File: config.mk
export PLATFORM = sky130hd
export DESIGN_NAME = wol_wake_ctrl
export DESIGN_NICKNAME = d
export VERILOG_FILES = /design/src/rtl/wol_pkg.sv /design/src/rtl/wol_cfg_reg.sv /design/src/rtl/wol_event_qual.sv /design/src/rtl/wol_out_gen.sv /design/src/rtl/wol_wake_ctrl.sv
export SDC_FILE = /design/constraint.sdc
export NUM_CORES = 1
export LEC_CHECK = 0
export CORE_MARGIN = 2
export CORE_UTILIZATION = 41
export DETAILED_ROUTE_END_ITERATION = 16
export PLACE_DENSITY = 0.86
export SYNTH_ARGS = -nofsm -noshare
export SYNTH_HDL_FRONTEND = slang
export SYNTH_HIERARCHICAL = 1
export SYNTH_SLANG_ARGS = --single-unit
File: constraint.sdc
create_clock -name clk_i -period 2.3 [get_ports clk_i]
set_clock_uncertainty 0.15 [all_clocks]
set_input_delay 0.46 -clock clk_i [delete_from_list [all_inputs] [get_ports clk_i]]
set_output_delay 0.46 -clock clk_i [all_outputs]
set_load 0.02 [all_outputs]
File: src/rtl/wol_pkg.sv
package wol_pkg;
  localparam int unsigned CFG_W = 16;
  localparam logic [CFG_W-1:0] CFG_RST    = 16'h0004;
  localparam logic [CFG_W-1:0] CFG_WMASK  = 16'h07B7;
  localparam int unsigned BIT_CLR    = 11;
  localparam int unsigned BIT_LEN    = 9;
  localparam int unsigned BIT_LVL    = 8;
  localparam int unsigned BIT_MASTER = 7;
  localparam int unsigned BIT_PWD    = 5;
  localparam int unsigned BIT_UC     = 4;
  localparam int unsigned BIT_BC     = 2;
  localparam int unsigned BIT_PAT    = 1;
  localparam int unsigned BIT_MAG    = 0;
  localparam int unsigned N_EV       = 4;

  typedef struct packed {
    logic [1:0]      len_sel;
    logic            lvl_mode;
    logic            master;
    logic            pwd_en;
    logic [N_EV-1:0] ev_en;   // {uc, bc, pat, mag}
  } cfg_t;
endpackage

File: src/rtl/wol_cfg_reg.sv
module wol_cfg_reg
  import wol_pkg::*;
(
  input  logic             clk_i,
  input  logic             rst_ni,
  input  logic             we_i,
  input  logic [CFG_W-1:0] wdata_i,
  output logic [CFG_W-1:0] rdata_o,
  output logic             clr_o,
  output cfg_t             cfg_o
);
  logic [CFG_W-1:0] reg_q;

  always_ff @(posedge clk_i or negedge rst_ni) begin
    if (!rst_ni)   reg_q <= CFG_RST;
    else if (we_i) reg_q <= wdata_i & CFG_WMASK;
  end

  // clear bit acts in the write cycle and is never stored
  assign clr_o   = we_i & wdata_i[BIT_CLR];
  assign rdata_o = reg_q;

  always_comb begin
    cfg_o.len_sel  = reg_q[BIT_LEN +: 2];
    cfg_o.lvl_mode = reg_q[BIT_LVL];
    cfg_o.master   = reg_q[BIT_MASTER];
    cfg_o.pwd_en   = reg_q[BIT_PWD];
    cfg_o.ev_en    = {reg_q[BIT_UC], reg_q[BIT_BC], reg_q[BIT_PAT], reg_q[BIT_MAG]};
  end
endmodule

File: src/rtl/wol_event_qual.sv
module wol_event_qual
  import wol_pkg::*;
(
  input  cfg_t            cfg_i,
  input  logic [N_EV-1:0] ev_i,     // {uc, bc, pat, mag}
  input  logic            pwd_match_i,
  output logic            hit_o
);
  logic [N_EV-1:0] ev_ok;

  for (genvar g = 0; g < N_EV; g++) begin : g_ev
    if (g == 0) begin : g_mag
      assign ev_ok[g] = ev_i[g] & cfg_i.ev_en[g] & (~cfg_i.pwd_en | pwd_match_i);
    end else begin : g_plain
      assign ev_ok[g] = ev_i[g] & cfg_i.ev_en[g];
    end
  end

  assign hit_o = cfg_i.master & (|ev_ok);
endmodule

File: src/rtl/wol_out_gen.sv
module wol_out_gen #(
  parameter int unsigned PULSE_BASE = 8
) (
  input  logic       clk_i,
  input  logic       rst_ni,
  input  logic       hit_i,
  input  logic       clr_i,
  input  logic       lvl_mode_i,
  input  logic [1:0] len_sel_i,
  output logic       wake_o
);
  localparam int unsigned MAX_LEN = PULSE_BASE * 8;
  localparam int unsigned CNT_W   = $clog2(MAX_LEN);

  logic [CNT_W-1:0] cnt_q, load_val;
  logic             wake_q;

  assign load_val = CNT_W'((PULSE_BASE << len_sel_i) - 1);

  always_ff @(posedge clk_i or negedge rst_ni) begin
    if (!rst_ni) begin
      wake_q <= 1'b0;
      cnt_q  <= '0;
    end else if (lvl_mode_i) begin
      cnt_q <= '0;
      if (hit_i)      wake_q <= 1'b1;   // event beats clear
      else if (clr_i) wake_q <= 1'b0;
    end else if (hit_i) begin
      wake_q <= 1'b1;
      cnt_q  <= load_val;
    end else if (cnt_q != '0) begin
      cnt_q  <= cnt_q - 1'b1;
    end else begin
      wake_q <= 1'b0;
    end
  end

  assign wake_o = wake_q;


  idle_cnt_zero_chk: assert property (@(posedge clk_i) disable iff (!rst_ni)
    (!lvl_mode_i && !wake_q) |-> (cnt_q == '0));

  level_hold_chk: assert property (@(posedge clk_i) disable iff (!rst_ni)
    (lvl_mode_i && wake_q && !clr_i) |=> wake_q);

  level_clear_chk: assert property (@(posedge clk_i) disable iff (!rst_ni)
    (lvl_mode_i && clr_i && !hit_i) |=> !wake_q);
endmodule

File: src/rtl/wol_wake_ctrl.sv
module wol_wake_ctrl
  import wol_pkg::*;
#(
  parameter int unsigned PULSE_BASE = 8
) (
  input  logic             clk_i,
  input  logic             rst_ni,
  input  logic             cfg_we_i,
  input  logic [CFG_W-1:0] cfg_wdata_i,
  output logic [CFG_W-1:0] cfg_rdata_o,
  input  logic             ucast_i,
  input  logic             bcast_i,
  input  logic             pattern_i,
  input  logic             magic_i,
  input  logic             pwd_match_i,
  output logic             wake_o
);
  cfg_t cfg;
  logic clr, hit;

  wol_cfg_reg u_cfg (
    .clk_i   (clk_i),
    .rst_ni  (rst_ni),
    .we_i    (cfg_we_i),
    .wdata_i (cfg_wdata_i),
    .rdata_o (cfg_rdata_o),
    .clr_o   (clr),
    .cfg_o   (cfg)
  );

  wol_event_qual u_qual (
    .cfg_i       (cfg),
    .ev_i        ({ucast_i, bcast_i, pattern_i, magic_i}),
    .pwd_match_i (pwd_match_i),
    .hit_o       (hit)
  );

  wol_out_gen #(.PULSE_BASE(PULSE_BASE)) u_out (
    .clk_i      (clk_i),
    .rst_ni     (rst_ni),
    .hit_i      (hit),
    .clr_i      (clr),
    .lvl_mode_i (cfg.lvl_mode),
    .len_sel_i  (cfg.len_sel),
    .wake_o     (wake_o)
  );


  rise_needs_hit_chk: assert property (@(posedge clk_i) disable iff (!rst_ni)
    $rose(wake_o) |-> $past(hit));

  master_gate_chk: assert property (@(posedge clk_i) disable iff (!rst_ni)
    !cfg_rdata_o[BIT_MASTER] |-> !hit);
endmodule

== After elaboration in Yosys (flattened, before gate mapping) ==
Cells that the tools add are included.

* Multiplexer cells: 8
* Reduce and logical (&&, ||, !) cells: 4
* Equal/unequal tests: 2
* Shift-type cells: 1
* Bitwise operators: 9
* Add/sub/neg operators: 2

{| class="wikitable"
|+ Operators with widths
! operator !! count
|-
| 6-bit two-way mux || 3
|-
| 6-bit by 1-bit subtractor with 6-bit output, second input constant || 2
|-
| 1-bit bitwise AND || 7
|-
| 3-bit != test, second input constant || 2
|-
| 6-bit nonzero test || 1
|-
| 4-bit by 2-bit left shift with 6-bit output, first input constant || 1
|-
| 1-bit two-way mux || 5
|-
| 4-bit OR reduction || 1
|-
| 3-bit nonzero test || 1
|-
| 2-bit AND reduction || 1
|-
| 1-bit inverter || 1
|-
| 1-bit bitwise OR || 1
|}

* Bits of input ports: 24
* Output and inout bits: 17
* Word-level logic and storage cells: 29
* Register bits: 16

== Logic depth before layout (Yosys ltp) ==
* Depth after elaboration: 7
* Mapped depth: 9
* Depth with buffers taken out: 9

== By module ==
The synthesis kept the hierarchy.

{| class="wikitable"
|+ By module, submodules not included
! module !! instances !! sequential area each (um^2) !! cells each !! area an instance (um^2)
|-
| wol_cfg_reg || 1 || 226.5 || 37 || 504.2
|-
| wol_out_gen || 1 || 175.2 || 43 || 400.4
|-
| wol_event_qual || 1 || 0.0 || 4 || 28.8
|}

== Least setup slack after synthesis ==
OpenSTA, ideal clock, no wires.

* Kind: input -> register
* Start: in pattern_i
* End: reg u_out.cnt_q[4]
* Stages on the path: 8
* Arrival time: 1.843 ns
* Required time: 2.049 ns
* Buffers on the path: 0
* Library setup time: 0.101 ns
* Path slack: 0.207 ns
* Path through: a222oi_1 a21boi_1 inv_1 nand2_1 ha_1 nor3b_1 a21oi_1 o32ai_1

* Cells in the longest elaborated chain, start to end: 5
* Elaborated cells on any way between the ends: 6
* Classes of those cells: mux: 2; bitwise: 2; reduce/logical: 2

{| class="wikitable"
|+ Ends and longest elaborated chain
! item !! line !! RTL
|-
| start: declaration || wol_wake_ctrl.sv:13 || <nowiki>input logic pattern_i,</nowiki>
|-
| 1-bit bitwise AND * || wol_event_qual.sv:15 || <nowiki>assign ev_ok[g] = ev_i[g] & cfg_i.ev_en[g];</nowiki>
|-
| 4-bit OR reduction * || wol_event_qual.sv:19 || <nowiki>assign hit_o = cfg_i.master & (|ev_ok);</nowiki>
|-
| 1-bit bitwise AND * || wol_event_qual.sv:19 ||
|-
| net hit || wol_wake_ctrl.sv:19 || <nowiki>logic clr, hit;</nowiki>
|-
| 6-bit two-way mux || wol_out_gen.sv:28 || <nowiki>end else if (hit_i) begin</nowiki>
|-
| 6-bit two-way mux || wol_out_gen.sv:24 || <nowiki>end else if (lvl_mode_i) begin</nowiki>
|-
| end signal: assignment || wol_out_gen.sv:30 || <nowiki>cnt_q <= load_val;</nowiki>
|-
| end signal: assignment || wol_out_gen.sv:32 || <nowiki>cnt_q <= cnt_q - 1'b1;</nowiki>
|-
| end: declaration || wol_out_gen.sv:15 || <nowiki>logic [CNT_W-1:0] cnt_q, load_val;</nowiki>
|}

Mark *: on every way through the listed nets, which the timed path passes. The rest lies on a longest branch.
A chain may end at the register's enable or synchronous reset.

== Worst setup path in the final report ==
Ends and elaborated chain as after synthesis.

==> results.yml <==
global_routing:
  grt_pass1_wl_um: 2960
  grt_pass1_vias: 718
  antenna_found_initial: 0
  grt.total_usage: 0.148
  grt_max_degree: 17
  grt.overflow.total: 0
logic_synthesis:
  seq_area_frac_synth: 0.430
  synth-async-reset-ratio: 1.00
  synth_common_cells: "buf_4 (16), dfrtp_1 (15), mux2_4 (9)"
  synth.area.top_cells: "dfrtp_1 (40%), mux2_4 (14%), buf_4 (13%)"
  ys_warn_count: 6
  synth_cell_types: 32
  synth_ff_type: "dfrtp_1"
  yosysMostFrequentCell: "buf_4"
  synth.avg_cell_area_sq_um: 11.1
  syn_area_sq_um: 933
  ys_ff_latch: 16
  synth_top_area_cell: "dfrtp_1"
  synth_edf_count: 0
  yosysTopAreaCellShare: 0.402
  syn_inst: 84
cts:
  cts_hold_buf: 0
  clkTransAtPathRegs_ns: 0.10
  cts_buffer_depth: 2
  cts_tree: "built"
  clock-sinks: 16
  clockRootBuffer: "clkbuf_4"
  htreeDepth: 1
  cts_buffers: 3
  clk_latency_ns: 0.29
setup_path:
  worstPathRequired_ns: 2.33
  cp.arrival_ns: 2.27
  start_kind: "primary input"
  cp_max_fo: 6
  crit_path_end_kind: "register"
  critPathKind: "in -> reg"
routing:
  dr_wl_met2_um: 998
  vias: 716
  wl_met3_um: 128
  routed_wl_um: 1910
  firstDrtPassIters: 4
  wl_per_cell_um: 14.1
  wl_met1_um: 743
  ant_nets: 0
  drt_iter0_drc: 19
  drc_errors: 0
  dr.max_layer_used: "met4"
  viasPerCell: 5.30
die:
  core_sq_um: 2190
  core.rowCount: 17
  die_h_um: 51.7
  die-area_sq_um: 2670
  die_w_um: 51.7
  start_util: 0.426
  io_pins: 41
timing:
  drv_slew: 0
  setup_viol: 0
  fmax_mhz: 446
  hold_viol_final: 0
  hold_ws_ns: 0.330
  tns_ns: 0
  fin_crit_ns: 2.24
  post-route-period-util: 0.974
run:
  cap_viol_max_count: 0
final_layout:
  multi_input_area_sq_um: 437
  nets: 133
  drive_gt1_frac: 0.262
  fillers: 163
  seqCellArea_sq_um: 402
  antenna_cells: 0
  area_growth_pct: 31.0
place:
  place_congestion: 0.692
  port_buffers: 27
  dp_hpwl_um: 1310
min_path:
  hold_path.class: "in -> async"
power:
  power_density_nw_per_um2: 842
  peakVddDrop_mv: 0.443
  leakage_nw: 0.529
status:
  status: "finished clean"
## final timing paths
kind                       depth (start not counted)        startpoint  slack [ns]                to
hold / removal                                     2            rst_ni        0.33  u_cfg/rdata_o[7]
min in group clk_i                                 2      u_out/wake_o        0.40      u_out/wake_o
max in group asynchronous                          2            rst_ni        1.41  u_cfg/rdata_o[2]
setup / recovery                                   9         pattern_i        0.06    u_out/cnt_q[4]
hold reg to reg                                    2      u_out/wake_o        0.40      u_out/wake_o
setup reg to reg                                   8  u_cfg/rdata_o[1]        0.21    u_out/cnt_q[4]
## worst max-delay path, cell delays in order
cell,delay (ns)
clkdlybuf4s50_1,0.40
a222oi_1,0.35
a21boi_1,0.15
inv_1,0.12
nand2_1,0.10
ha_4,0.20
nor3b_2,0.17
a21oi_1,0.06
o32ai_1,0.25
## report_power, final
part	switching, mW	internal (mW)	total, mW
Sequential	0.0689	0.344	0.412
Clock	0.0885	0.0674	0.156
Combinational	0.219	0.241	0.460
Total	0.377	0.652	1.03
## kinds of logic after synthesis
group / share of synthesized area
AOI/OAI and AO/OA: 0.121
other: 0.00402
muxes: 0.145
buffers and inverters: 0.162
DFF: 0.430
adders and majority gates: 0.0134
xor gates and xnor gates: 0.00939
and+or+nand+nor: 0.115
## final cells by class
| type | count | share of cell area |
|---|---|---|
| timing repair buffer | 33 | 0.258 |
| inverter | 2 | 0.00614 |
| multi-input combinational | 52 | 0.357 |
| sequential | 16 | 0.329 |
| clock buffer | 4 | 0.0215 |
| tap | 28 | 0.0287 |
## repair_timing
action | CTS | global route
resized for setup | 0 | 6
setup endpoints to repair | 0 | 2
buffers inserted | 0 | 1
## state kept, by name, indices dropped and copies added, names as in the netlist
signal,cells
u_cfg/rdata_o,9
u_out/cnt_q,6
u_out/wake_o,1
## stage by stage
stage	total power, mW	area [sq um]	utilization	setup slack (ns)	std cells
5_1_grt	1.09	1220	0.558	-0.00818	135
2_1_floorplan	0.710	956	-	0.207	90
6_report	1.03	1220	0.558	0.0587	135
4_1_cts	0.972	1180	0.539	0.00544	134
3_5_place_dp	0.815	1150	0.527	-0.262	130
3_3_place_gp	0.796	1150	0.527	-0.219	130
## metal layers
layer	track usage	vias to the layer above
met3	0.0230	6
met5	0	-
met4	0.0789	0
met2	0.250	51
li1	-	321
met1	0.179	338
## cells in the final DEF (no fill, tap or decap), types with 2 or more instances in the layout
cell type and instances:
nand2_1 5, conb_1 7, buf_4 6, nor3_1 4, dfrtp_1 15, inv_1 2, o211ai_1 2, a21oi_1 4
clkdlybuf4s50_1 27, mux2_4 9, clkbuf_4 3, nor3b_2 3
No activity file was read; power rests on OpenSTA's default activity.
